[config.mk]
export PLATFORM = sky130hd
export DESIGN_NAME = wake_timer
export DESIGN_NICKNAME = d
export VERILOG_FILES = /design/src/rtl/wt_pkg.sv /design/src/rtl/wt_rst_sync.sv /design/src/rtl/wt_tick_gen.sv /design/src/rtl/wt_counter.sv /design/src/rtl/wt_regs.sv /design/src/rtl/wake_timer.sv
export SDC_FILE = /design/constraint.sdc
export NUM_CORES = 1
export LEC_CHECK = 0
export CAP_MARGIN = 20
export CORE_MARGIN = 1.5
export CORE_UTILIZATION = 25
export CTS_BUF_LIST = sky130_fd_sc_hd__clkbuf_8
export CTS_CLUSTER_SIZE = 25
export DETAILED_ROUTE_END_ITERATION = 10
export DONT_BUFFER_PORTS = 1
export SLEW_MARGIN = 5
export SYNTH_ARGS = -nofsm -noshare
export SYNTH_HDL_FRONTEND = slang
export SYNTH_SLANG_ARGS = --single-unit
[constraint.sdc]
create_clock -name clk -period 5.4 [get_ports clk]
set_clock_uncertainty 0.15 [all_clocks]
set_input_delay 1.08 -clock clk [delete_from_list [all_inputs] [get_ports clk]]
set_output_delay 1.08 -clock clk [all_outputs]
set_load 0.005 [all_outputs]
[src/rtl/wt_pkg.sv]
package wt_pkg;
  localparam int unsigned BYTE_W = 8;
  localparam int unsigned ADDR_W = 2;

  typedef enum logic [ADDR_W-1:0] {
    ADR_CTRL = 2'd0,
    ADR_LO   = 2'd1,
    ADR_HI   = 2'd2,
    ADR_NONE = 2'd3
  } wt_addr_e;

  // control register bit positions
  localparam int unsigned CB_EN   = 0;
  localparam int unsigned CB_XSEL = 1;
  localparam int unsigned CB_IE   = 2;
  localparam int unsigned CB_FLAG = 7;
endpackage

[src/rtl/wt_rst_sync.sv]
module wt_rst_sync #(
  parameter int unsigned STAGES = 2
) (
  input  logic clk,
  input  logic arst_n,
  output logic rst_n
);
  logic [STAGES-1:0] sr_q;
  logic [STAGES-1:0] sr_d;

  generate
    if (STAGES == 1) begin : g_one
      assign sr_d = 1'b1;
    end else begin : g_many
      assign sr_d = {sr_q[STAGES-2:0], 1'b1};
    end
  endgenerate

  always_ff @(posedge clk or negedge arst_n) begin
    if (!arst_n) sr_q <= '0;
    else         sr_q <= sr_d;
  end

  assign rst_n = sr_q[STAGES-1];
endmodule

[src/rtl/wt_tick_gen.sv]
module wt_tick_gen #(
  parameter int unsigned SYNC_STAGES = 2
) (
  input  logic clk,
  input  logic rst_n,
  input  logic xtal_clk,
  input  logic sel_xtal,
  output logic tick
);
  logic [SYNC_STAGES-1:0] sync_q, sync_d;
  logic prev_q, prev_d;

  generate
    if (SYNC_STAGES == 1) begin : g_one
      assign sync_d = xtal_clk;
    end else begin : g_many
      assign sync_d = {sync_q[SYNC_STAGES-2:0], xtal_clk};
    end
  endgenerate

  assign prev_d = sync_q[SYNC_STAGES-1];

  always_ff @(posedge clk or negedge rst_n) begin
    if (!rst_n) begin
      sync_q <= '0;
      prev_q <= 1'b0;
    end else begin
      sync_q <= sync_d;
      prev_q <= prev_d;
    end
  end

  always_comb begin
    if (sel_xtal) tick = sync_q[SYNC_STAGES-1] & ~prev_q;
    else          tick = 1'b1;
  end
endmodule

[src/rtl/wt_counter.sv]
module wt_counter #(
  parameter int unsigned PRE_W = 7,
  parameter int unsigned CNT_W = 16
) (
  input  logic             clk,
  input  logic             rst_n,
  input  logic             en,
  input  logic             load,
  input  logic             tick,
  input  logic [CNT_W-1:0] reload,
  output logic [PRE_W-1:0] pre_q,
  output logic [CNT_W-1:0] cnt_q,
  output logic             wrap
);
  localparam logic [PRE_W-1:0] PRE_MAX = '1;

  logic [PRE_W-1:0] pre_d;
  logic [CNT_W-1:0] cnt_d;

  always_comb begin
    pre_d = pre_q;
    cnt_d = cnt_q;
    wrap  = 1'b0;
    if (load) begin
      pre_d = PRE_MAX;
      cnt_d = reload;
    end else if (en && tick) begin
      if (pre_q == '0) begin
        pre_d = PRE_MAX;
        if (cnt_q == '0) begin
          cnt_d = reload;
          wrap  = 1'b1;
        end else begin
          cnt_d = cnt_q - 1'b1;
        end
      end else begin
        pre_d = pre_q - 1'b1;
      end
    end
  end

  always_ff @(posedge clk or negedge rst_n) begin
    if (!rst_n) begin
      pre_q <= PRE_MAX;
      cnt_q <= '1;
    end else begin
      pre_q <= pre_d;
      cnt_q <= cnt_d;
    end
  end
endmodule

[src/rtl/wt_regs.sv]
module wt_regs
  import wt_pkg::*;
#(
  parameter int unsigned CNT_W = 16
) (
  input  logic              clk,
  input  logic              rst_n,
  input  logic              wr_en,
  input  logic              rd_en,
  input  logic [ADDR_W-1:0] addr,
  input  logic [BYTE_W-1:0] wdata,
  input  logic [CNT_W-1:0]  cnt,
  input  logic              wrap,
  output logic [BYTE_W-1:0] rdata,
  output logic              en_q,
  output logic              xsel_q,
  output logic              ie_q,
  output logic              flag_q,
  output logic              load,
  output logic [CNT_W-1:0]  reload_q,
  output logic [BYTE_W-1:0] shadow_q
);
  localparam int unsigned HI_LSB = BYTE_W;

  logic en_d, xsel_d, ie_d, flag_d;
  logic [CNT_W-1:0]  reload_d;
  logic [BYTE_W-1:0] shadow_d;
  logic wr_ctrl, wr_lo, wr_hi, rd_lo;

  assign wr_ctrl = wr_en && (addr == ADR_CTRL);
  assign wr_lo   = wr_en && (addr == ADR_LO);
  assign wr_hi   = wr_en && (addr == ADR_HI);
  assign rd_lo   = rd_en && (addr == ADR_LO);
  assign load    = wr_ctrl && wdata[CB_EN] && !en_q;

  always_comb begin
    en_d     = en_q;
    xsel_d   = xsel_q;
    ie_d     = ie_q;
    flag_d   = flag_q;
    reload_d = reload_q;
    shadow_d = shadow_q;
    if (wr_ctrl) begin
      en_d   = wdata[CB_EN];
      xsel_d = wdata[CB_XSEL];
      ie_d   = wdata[CB_IE];
      if (wdata[CB_FLAG]) flag_d = 1'b0;
    end
    if (wrap) flag_d = 1'b1;
    if (wr_lo) reload_d[BYTE_W-1:0]     = wdata;
    if (wr_hi) reload_d[CNT_W-1:HI_LSB] = wdata;
    if (rd_lo) shadow_d = cnt[CNT_W-1:HI_LSB];
  end

  always_ff @(posedge clk or negedge rst_n) begin
    if (!rst_n) begin
      en_q     <= 1'b0;
      xsel_q   <= 1'b0;
      ie_q     <= 1'b0;
      flag_q   <= 1'b0;
      reload_q <= '1;
      shadow_q <= '1;
    end else begin
      en_q     <= en_d;
      xsel_q   <= xsel_d;
      ie_q     <= ie_d;
      flag_q   <= flag_d;
      reload_q <= reload_d;
      shadow_q <= shadow_d;
    end
  end

  always_comb begin
    rdata = '0;
    case (addr)
      ADR_CTRL: begin
        rdata[CB_EN]   = en_q;
        rdata[CB_XSEL] = xsel_q;
        rdata[CB_IE]   = ie_q;
        rdata[CB_FLAG] = flag_q;
      end
      ADR_LO:  rdata = cnt[BYTE_W-1:0];
      ADR_HI:  rdata = shadow_q;
      default: rdata = '0;
    endcase
  end
endmodule

[src/rtl/wake_timer.sv]
module wake_timer
  import wt_pkg::*;
#(
  parameter int unsigned PRE_W       = 7,
  parameter int unsigned CNT_W       = 16,
  parameter int unsigned SYNC_STAGES = 2,
  parameter int unsigned RST_STAGES  = 2
) (
  input  logic              clk,
  input  logic              por_n,
  input  logic              wdt_rst_n,
  input  logic              xtal_clk,
  input  logic              wr_en,
  input  logic              rd_en,
  input  logic [ADDR_W-1:0] addr,
  input  logic [BYTE_W-1:0] wdata,
  output logic [BYTE_W-1:0] rdata,
  output logic              irq,
  output logic              wake
);
  logic arst_n, rst_sync_n;
  logic tick, wrap, load;
  logic en_q, xsel_q, ie_q, flag_q;
  logic [PRE_W-1:0]  pre_q;
  logic [CNT_W-1:0]  cnt_q, reload_q;
  logic [BYTE_W-1:0] shadow_q;

  assign arst_n = por_n & wdt_rst_n;

  wt_rst_sync #(.STAGES(RST_STAGES)) i_rst (
    .clk(clk), .arst_n(arst_n), .rst_n(rst_sync_n)
  );

  wt_tick_gen #(.SYNC_STAGES(SYNC_STAGES)) i_tick (
    .clk(clk), .rst_n(rst_sync_n), .xtal_clk(xtal_clk),
    .sel_xtal(xsel_q), .tick(tick)
  );

  wt_counter #(.PRE_W(PRE_W), .CNT_W(CNT_W)) i_cnt (
    .clk(clk), .rst_n(rst_sync_n), .en(en_q), .load(load), .tick(tick),
    .reload(reload_q), .pre_q(pre_q), .cnt_q(cnt_q), .wrap(wrap)
  );

  wt_regs #(.CNT_W(CNT_W)) i_regs (
    .clk(clk), .rst_n(rst_sync_n), .wr_en(wr_en), .rd_en(rd_en),
    .addr(addr), .wdata(wdata), .cnt(cnt_q), .wrap(wrap), .rdata(rdata),
    .en_q(en_q), .xsel_q(xsel_q), .ie_q(ie_q), .flag_q(flag_q),
    .load(load), .reload_q(reload_q), .shadow_q(shadow_q)
  );

  assign wake = flag_q;
  assign irq  = flag_q & ie_q;
endmodule

## Yosys cells after proc, flatten, opt, wreduce, memory -nomap -nowiden

Index checks and enable logic that the tools add are counted.

- Register bits: 56
- Input bits: 16
- Output and inout bits: 10
- Logic and storage cells: 55

- Add/sub/neg operators: 2
- Eq/ne operators: 2
- Multiplexer cells: 18
- Bitwise logic cells: 4
- Reductions and logical operators: 17

Operator list:

| operator | count |
|---|---|
| $mux 16 | 4 |
| $mux 7 | 3 |
| $logic_not 16->1 | 1 |
| $sub 16x1->16 const B | 1 |
| $pmux 3 s3 | 1 |
| $mux 1 | 8 |
| $pmux 4 s2 | 1 |
| $reduce_bool 2->1 | 4 |
| $logic_and 1x1->1 | 7 |
| $logic_not 7->1 | 1 |
| $sub 7x1->7 const B | 1 |
| $reduce_and 2->1 | 2 |
| $and 1x1->1 | 3 |
| $pmux 1 s3 | 1 |
| $eq 2x1->1 const B | 1 |
| $eq 2x2->1 const B | 1 |
| $logic_not 2->1 | 1 |
| $logic_not 1->1 | 1 |
| $not 1->1 | 1 |

## Longest topological paths before layout

Gate-level depths: netlist of run 1.

- Depth in word-level cells: 8
- Mapped depth: 8
- Mapped depth without buffers: 7

## Modules after synthesis

A second synthesis of run 1 with hierarchy kept.

- Cells, all modules: 261
- Area, all modules: 2925.3 sq um

Modules (own cells, without submodules):

| module | times used | cells each | area each (sq um) | sequential area each (sq um) |
|---|---|---|---|---|
| wt_counter | 1 | 165 | 1507.7 | 604.3 |
| wt_regs | 1 | 86 | 1263.7 | 730.7 |
| wt_tick_gen | 1 | 5 | 87.6 | 75.1 |
| wt_rst_sync | 1 | 3 | 53.8 | 50.0 |
| wake_timer | 1 | 2 | 12.5 | 0.0 |

## Worst setup path before layout of run 1

No wires, ideal clock.

- Kind: input-to-output
- Start: input port addr[0]
- End: output port rdata[1]
- Arrival: 1.848 ns
- Data required time: 4.170 ns
- Path slack: 2.322 ns
- Stages: 5
- Path buffers: 1
- Path through: inv_1 -> ha_1 -> clkbuf_1 -> a222oi_1 -> nor2_1

- Cells in the longest elaborated chain, start to end: 2
- Elaborated cells between the ends (all ways): 4
- Classes of those cells: eq/ne (2); mux (1); reduce/logical (1)

RTL lines:

| what | RTL line | RTL |
|---|---|---|
| start: declaration | wake_timer.sv:15 | `input logic [ADDR_W-1:0] addr,` |
| $eq 2x2->1 (tied with other cells) | wt_regs.sv:75 | `case (addr)` |
| $pmux 3 s3 (*) | wt_regs.sv:75 |  |
| end: declaration | wake_timer.sv:17 | `output logic [BYTE_W-1:0] rdata,` |

Mark *: on every way between the ends. The rest lies on a longest branch, timed or not.

## Worst setup path in the final report of run 1

Same ends and word-level chain as after synthesis.

==> results_dict.tcl, run 1 <==
set metrics [dict create \
    outcome "completed" \
    cap_violations 0 \
    synth_compound_area_share_pct 12.7 \
    via_per_inst 4.99 \
    power_density_mw_per_mm2 423 \
    fin_tns_setup_ns 0 \
    rows 39 \
    crit_required_ns 4.17 \
    cp_data_arrival_time_ns 1.94 \
    synth_area_leaders "dfstp_2, mux2_2, dfrtp_1, mux2i_1, ha_1" \
    path_cells "inv_1 > ha_1 > a222oi_1 > nor2_1" \
    clk_pin_slew_worst_paths_ns 0.09 \
    numCtsBuffers 5 \
    synth-seq-cells 56 \
    synthesis.instances 260 \
    synthDistinctLibCells 44 \
    p_int_mw 0.884 \
    grtUsageTotal_pct 11.0 \
    synth_top_family_by_area "multiplexers" \
    routed_wl_um 6520 \
    fp.dieW_um 111 \
    top_usage_layer "met2" \
    slew_violations 0 \
    grt_util_met2_pct 16.2 \
    ctsResizeCount 0 \
    seqCellArea_sq_mm 0.00146 \
    antenna_found_initial 1 \
    ioPinCount 26 \
    crit_path_max_fanout 9 \
    comb_power_share_pct 28.8 \
    synth_xor_area_share_pct 1.81 \
    grt_overflow 0 \
    async_flop_share_pct 100 \
    min_period_ns 3.17 \
    synth.most_common_cell "dfstp_2" \
    ant_nets 0 \
    gp_congestion 0.830 \
    htreeDepth 2 \
    core-area_sq_mm 0.0114 \
    clock_sinks 56 \
    drt_iter0_drc 188 \
    dp_hpwl_um 4800 \
    yosys_warnings 0 \
    hold_class "reg -> reg" \
    grt_pass1_wl_um 10600 \
    clock_path_buffers 2 \
    syn_to_final_growth_pct 8.29 \
    p_sw_share_pct 33.4 \
    synthMuxAreaShare_pct 14.6 \
    initial_core_util_pct 25.5 \
    use_met1_pct 15.3 \
    syn_area_sq_mm 0.00290 \
    place_area_sq_mm 0.00305 \
    synth_ff_type "dfstp_2" \
    finalSetupViolCount 0 \
    seq_area_frac_synth_pct 50.4 \
    use_met3_pct 3.50 \
    cts_hold_buf 0 \
    grt_pass1_vias 1985 \
    vias 2026 \
    drc 0 \
    fmax_mhz 315 \
    fillers 1182 \
    io_buffers 0 \
    worst_pin_slew_ns 0.833 \
    synth_top_area_cell "dfstp_2" \
    grt_max_degree 55 \
    synthSimpleGateAreaFrac_pct 13.9 \
    power_frac_seq_pct 55.3 \
    clkPwrFrac_pct 15.8 \
    synthTopCellsByCount "dfstp_2, mux2_2, nor2_1" \
    cp-end-kind "output port" \
    wl_per_cell_um 16.1 \
    synth_edf_count 0 \
    nets 286 \
    clock_latency_ns 0.30 \
    synth_area_per_cell_sq_um 11.2 \
    crit_path_max_incr_delay_ns 0.39 \
    slew_headroom_pct 44.5 \
    drt_first_pass_iters 4 \
    die_area_sq_mm 0.0123 \
    power.switching_mw 0.443 \
    synthAdderAreaFrac_pct 3.45 \
    rsz0062_at_grt "false" \
    crit_type "in -> out" \
    multi_input_comb_area_sq_mm 0.00135 \
    die_y_um 111 \
    start_kind "input port" \
    whs_ns 0.210 \
    synth_top_area_share_pct 42.6 \
    period_share_pct 58.7 \
    ir_drop_mv 0.130 \
    drive_above_1_share_pct 34.0 \
    root_buffer "clkbuf_8" \
    cts_setup_buffers 0 \
    slowest_stage "a222oi_1" \
    stdcell_area_sq_mm 0.00314 \
    cts_tree "built" \
    p_leak_nw 1.26 \
    synthesis.nets 284 \
    hold_violations 0 \
]
==> power by group through the flow <==
stage          Combinational, mW  Sequential [mW]  Clock [mW]
6_report                   0.383            0.734       0.210
4_1_cts                    0.383            0.734       0.225
3_3_place_gp               0.370            0.735           0
3_5_place_dp               0.381            0.740           0
5_1_grt                    0.425            0.754       0.239
2_1_floorplan              0.313            0.696           0
==> cell type report <==
class	instances	share of cell area, %
diodes	1	0.0797
clock buffers	5	2.19
clock inverters	2	0.239
inverters	13	1.55
multi-input cells	184	43.1
flip-flops and latches	56	46.6
well taps	143	5.70
repair buffers	2	0.598
==> registers in the layout, indices dropped and copies added (netlist names), 2 cells and up <==
signal	cells
i_cnt.cnt_q	16
i_cnt.pre_q	7
i_regs.reload_q	16
i_regs.shadow_q	8
i_rst.sr_q	2
i_tick.sync_q	2
==> worst max-delay path, delay by kind of cell <==
kind / cells / cell delay [ns]
compound gates: 1 / 0.39
fa+ha+maj: 1 / 0.33
simple gates: 1 / 0.10
buf+inv: 1 / 0.03
==> per-stage QoR <==
step	power [mW]	util, %	setup WS, ns	std cells
6_report	1.33	27.6	2.23	406
5_1_grt	1.42	27.6	2.16	406
4_1_cts	1.34	27.5	2.24	404
3_5_place_dp	1.12	26.8	2.20	397
3_3_place_gp	1.11	26.8	2.23	397
2_1_floorplan	1.01	-	2.32	260
==> cell usage in the layout, fill, tap and decap left out, types with 5 or more instances in the layout <==
cell        n
o21ai_0    17
nor3_1     11
dfstp_2    47
xor2_1      5
a22oi_1     5
nor2b_1     6
nor4_1      5
o211ai_1    5
mux2_2     26
o2bb2ai_1   9
nor2_1     19
mux2i_1    13
clkbuf_8    5
nand2_1    18
ha_1        8
inv_1      15
dfrtp_1     8
==> worst paths after layout <==
path	from	to	slack, ns	depth (start not counted)
worst max-delay path	addr[0]	rdata[1]	2.23	4
worst min-delay path	i_rst.sr_q[0]$_DFF_PN0_	i_rst.sr_q[1]$_DFF_PN0_	0.21	0
worst max register to register	i_cnt.cnt_q[0]$_DFFE_PN1P_	i_cnt.cnt_q[3]$_DFFE_PN1P_	2.95	7
worst min register to register	i_rst.sr_q[0]$_DFF_PN0_	i_rst.sr_q[1]$_DFF_PN0_	0.21	0
max in group asynchronous	i_rst.sr_q[1]$_DFF_PN0_	i_regs.ie_q$_DFFE_PN0N_	4.42	1
min in group asynchronous	i_rst.sr_q[1]$_DFF_PN0_	i_tick.sync_q[0]$_DFF_PN0_	0.24	1
==> cells by family (layout without fill, tap and decap cells) <==
family	after synthesis	in the layout
AOI/OAI and AO/OA	53	53
xor gates and xnor gates	6	6
adders and majority gates	8	8
buffers and inverters	20	22
DFF	56	56
muxes	39	39
other	1	2
and+or+nand+nor	77	77
==> routing by layer <==
layer | vias to the layer above | wire length (um)
met2 | 69 | 2870
met1 | 1002 | 3070
li1 | 944 | -
met4 | 0 | 128
met3 | 11 | 449
met5 | - | 0
Power figures use the tool's default switching activity.
==> inputs of run 2 (changes only) <==
clock period = 3.3 ns   (was 5.4 ns; I/O delays follow)
==> run 2 against run 1 <==
Setup slack worse by 1.5 ns. Clock-buffer cell count unchanged. Sequential power up 65%. Final cell count up 0.74%. Cell area up 1.8%. Utilization up 0.50 points. Clock power up 110%. Die area unchanged. Via count down 0.74%. Register-to-register slack worse by 2.2 ns. Critical path type is now reg -> reg. Largest power group unchanged. Highest routed layer is now met5.
==> results_dict.tcl, run 2 (same netlist as run 1, synthesis figures left out) <==
set metrics [dict create \
    stdcell_area_sq_mm 0.00320 \
    root_buffer "clkbuf_8" \
    drc 0 \
    routed_wl_um 6700 \
    post-route-util_pct 28.1 \
    dp_hpwl_um 4950 \
    outcome "completed" \
    core-area_sq_mm 0.0114 \
    die_y_um 111 \
    drive_above_1_share_pct 34.6 \
    htreeDepth 2 \
    syn_to_final_growth_pct 10.2 \
    crit_required_ns 3.40 \
    grt_util_met2_pct 16.6 \
    p_leak_nw 1.29 \
    grt_pass1_wl_um 11000 \
    grtUsageTotal_pct 11.4 \
    power_density_mw_per_mm2 714 \
    crit_type "reg -> reg" \
    nets 289 \
    path_depth 7 \
    rsz0062_at_grt "false" \
    numCtsBuffers 5 \
    clk_pin_slew_worst_paths_ns 0.10 \
    reg2reg_depth 7 \
    slew_headroom_pct 49.8 \
    setup_ws_ns 0.756 \
    min_period_ns 2.54 \
    cp_num_buf_inv 2 \
    cts_hold_buf 2 \
    finalSetupViolCount 0 \
    start_kind "flop" \
    hold_class "reg -> async" \
    grt_max_degree 35 \
    ant_nets 0 \
    finalNonFillerCells 409 \
    crit_family "compound AO/OA/AOI/OAI gates" \
    hold_violations 0 \
    diodes 0 \
    reg.largest.list "i_cnt.cnt_q (16), i_regs.reload_q (16), i_regs.shadow_q (8)" \
    wl_per_cell_um 16.4 \
    dpl.cell_count 398 \
    cp_data_arrival_time_ns 2.64 \
    clock_path_buffers 2 \
    vias 2011 \
    initial_core_util_pct 25.5 \
    startpoint "i_cnt.cnt_q[0]$_DFFE_PN1P_" \
    period_share_pct 77.1 \
    rows 39 \
    use_met3_pct 3.34 \
    gp_congestion 0.781 \
    worstSetupEndpoint "i_cnt.cnt_q[1]$_DFFE_PN1P_" \
    cts_setup_buffers 0 \
    power_mw 2.28 \
    drt_first_pass_iters 5 \
    post-place-ws_ns 0.450 \
    fin_tns_setup_ns 0 \
    grt_overflow 0 \
    ioPinCount 26 \
    die_area_sq_mm 0.0123 \
    whs_ns 0.187 \
    slowest_stage "dfstp_2" \
    r2r_end "i_cnt.cnt_q[1]$_DFFE_PN1P_" \
    clock_latency_ns 0.32 \
    final_common_cell "dfstp_2" \
    ctsResizeCount 0 \
    drt_iter0_drc 205 \
    regToRegSetupSlack_ns 0.76 \
    via_per_inst 4.92 \
    cts_tree "built" \
    path_cells "inv_1 > ha_1 > and4b_1 > a21oi_2 > buf_6 > or2b_1 > a31oi_1" \
    cap_violations 0 \
    fmax_mhz 393 \
    r2r-start "i_cnt.cnt_q[0]$_DFFE_PN1P_" \
    crit_path_max_incr_delay_ns 0.57 \
    place_area_sq_mm 0.00306 \
    top_usage_layer "met2" \
    fp.dieW_um 111 \
    slew_violations 0 \
    worst_pin_slew_ns 0.752 \
    use_met1_pct 16.0 \
    grt_pass1_vias 2013 \
    antenna_found_initial 1 \
    ir_drop_mv 0.260 \
    clock_sinks 56 \
    crit_path_max_fanout 9 \
    cp-end-kind "flop" \
    io_buffers 0 \
    layout_common_cells "dfstp_2, mux2_2, nor2_1, nand2_1, o21ai_0" \
]
-- run 2: worst register-to-register path, delay by kind of cell, from the launching register on --
| family | cells | cell delay [ns] |
|---|---|---|
| adder cells (fa/ha/maj) | 1 | 0.20 |
| AO/OA/AOI/OAI | 2 | 0.73 |
| flip-flops | 1 | 0.57 |
| buffers and inverters | 2 | 0.35 |
| AND/OR/NAND/NOR | 2 | 0.48 |
-- run 2: where the power goes --
group	internal, mW	switching [mW]	total (mW)	leakage [nW]
Combinational	0.304	0.319	0.623	0.628
Sequential	1.00	0.208	1.21	0.599
Clock	0.223	0.224	0.446	0.0593
Total	1.53	0.750	2.28	1.29
-- run 2: worst min path at each step --
stage / startpoint / endpoint / slack [ns]
after floorplan: i_rst.sr_q[0]$_DFF_PN0_ / i_rst.sr_q[1]$_DFF_PN0_ / 0.18
after detailed placement: i_tick.sync_q[0]$_DFF_PN0_ / i_tick.sync_q[1]$_DFF_PN0_ / 0.19
after global routing: xtal_clk / i_tick.sync_q[0]$_DFF_PN0_ / 0.20
after global placement: i_rst.sr_q[0]$_DFF_PN0_ / i_rst.sr_q[1]$_DFF_PN0_ / 0.18
after CTS: i_tick.sync_q[0]$_DFF_PN0_ / i_tick.sync_q[1]$_DFF_PN0_ / 0.21
final: i_rst.sr_q[1]$_DFF_PN0_ / i_regs.ie_q$_DFFE_PN0N_ / 0.19
-- run 2: routing by layer --
metal  vias to the layer above  routed length [um]
met4                         2                 108
li1                        946                   -
met5                         -                  10
met2                        54                3000
met3                         8                 484
met1                      1001                3090
-- run 2: layout make-up --
class / count / area [sq um]
Tap cell: 143 / 179
Inverter: 13 / 48.8
Timing Repair Buffer: 5 / 46.3
Clock buffer: 5 / 68.8
Sequential cell: 56 / 1460
Clock inverter: 3 / 38.8
Fill cell: 1173 / 8170
Multi-Input combinational cell: 184 / 1350
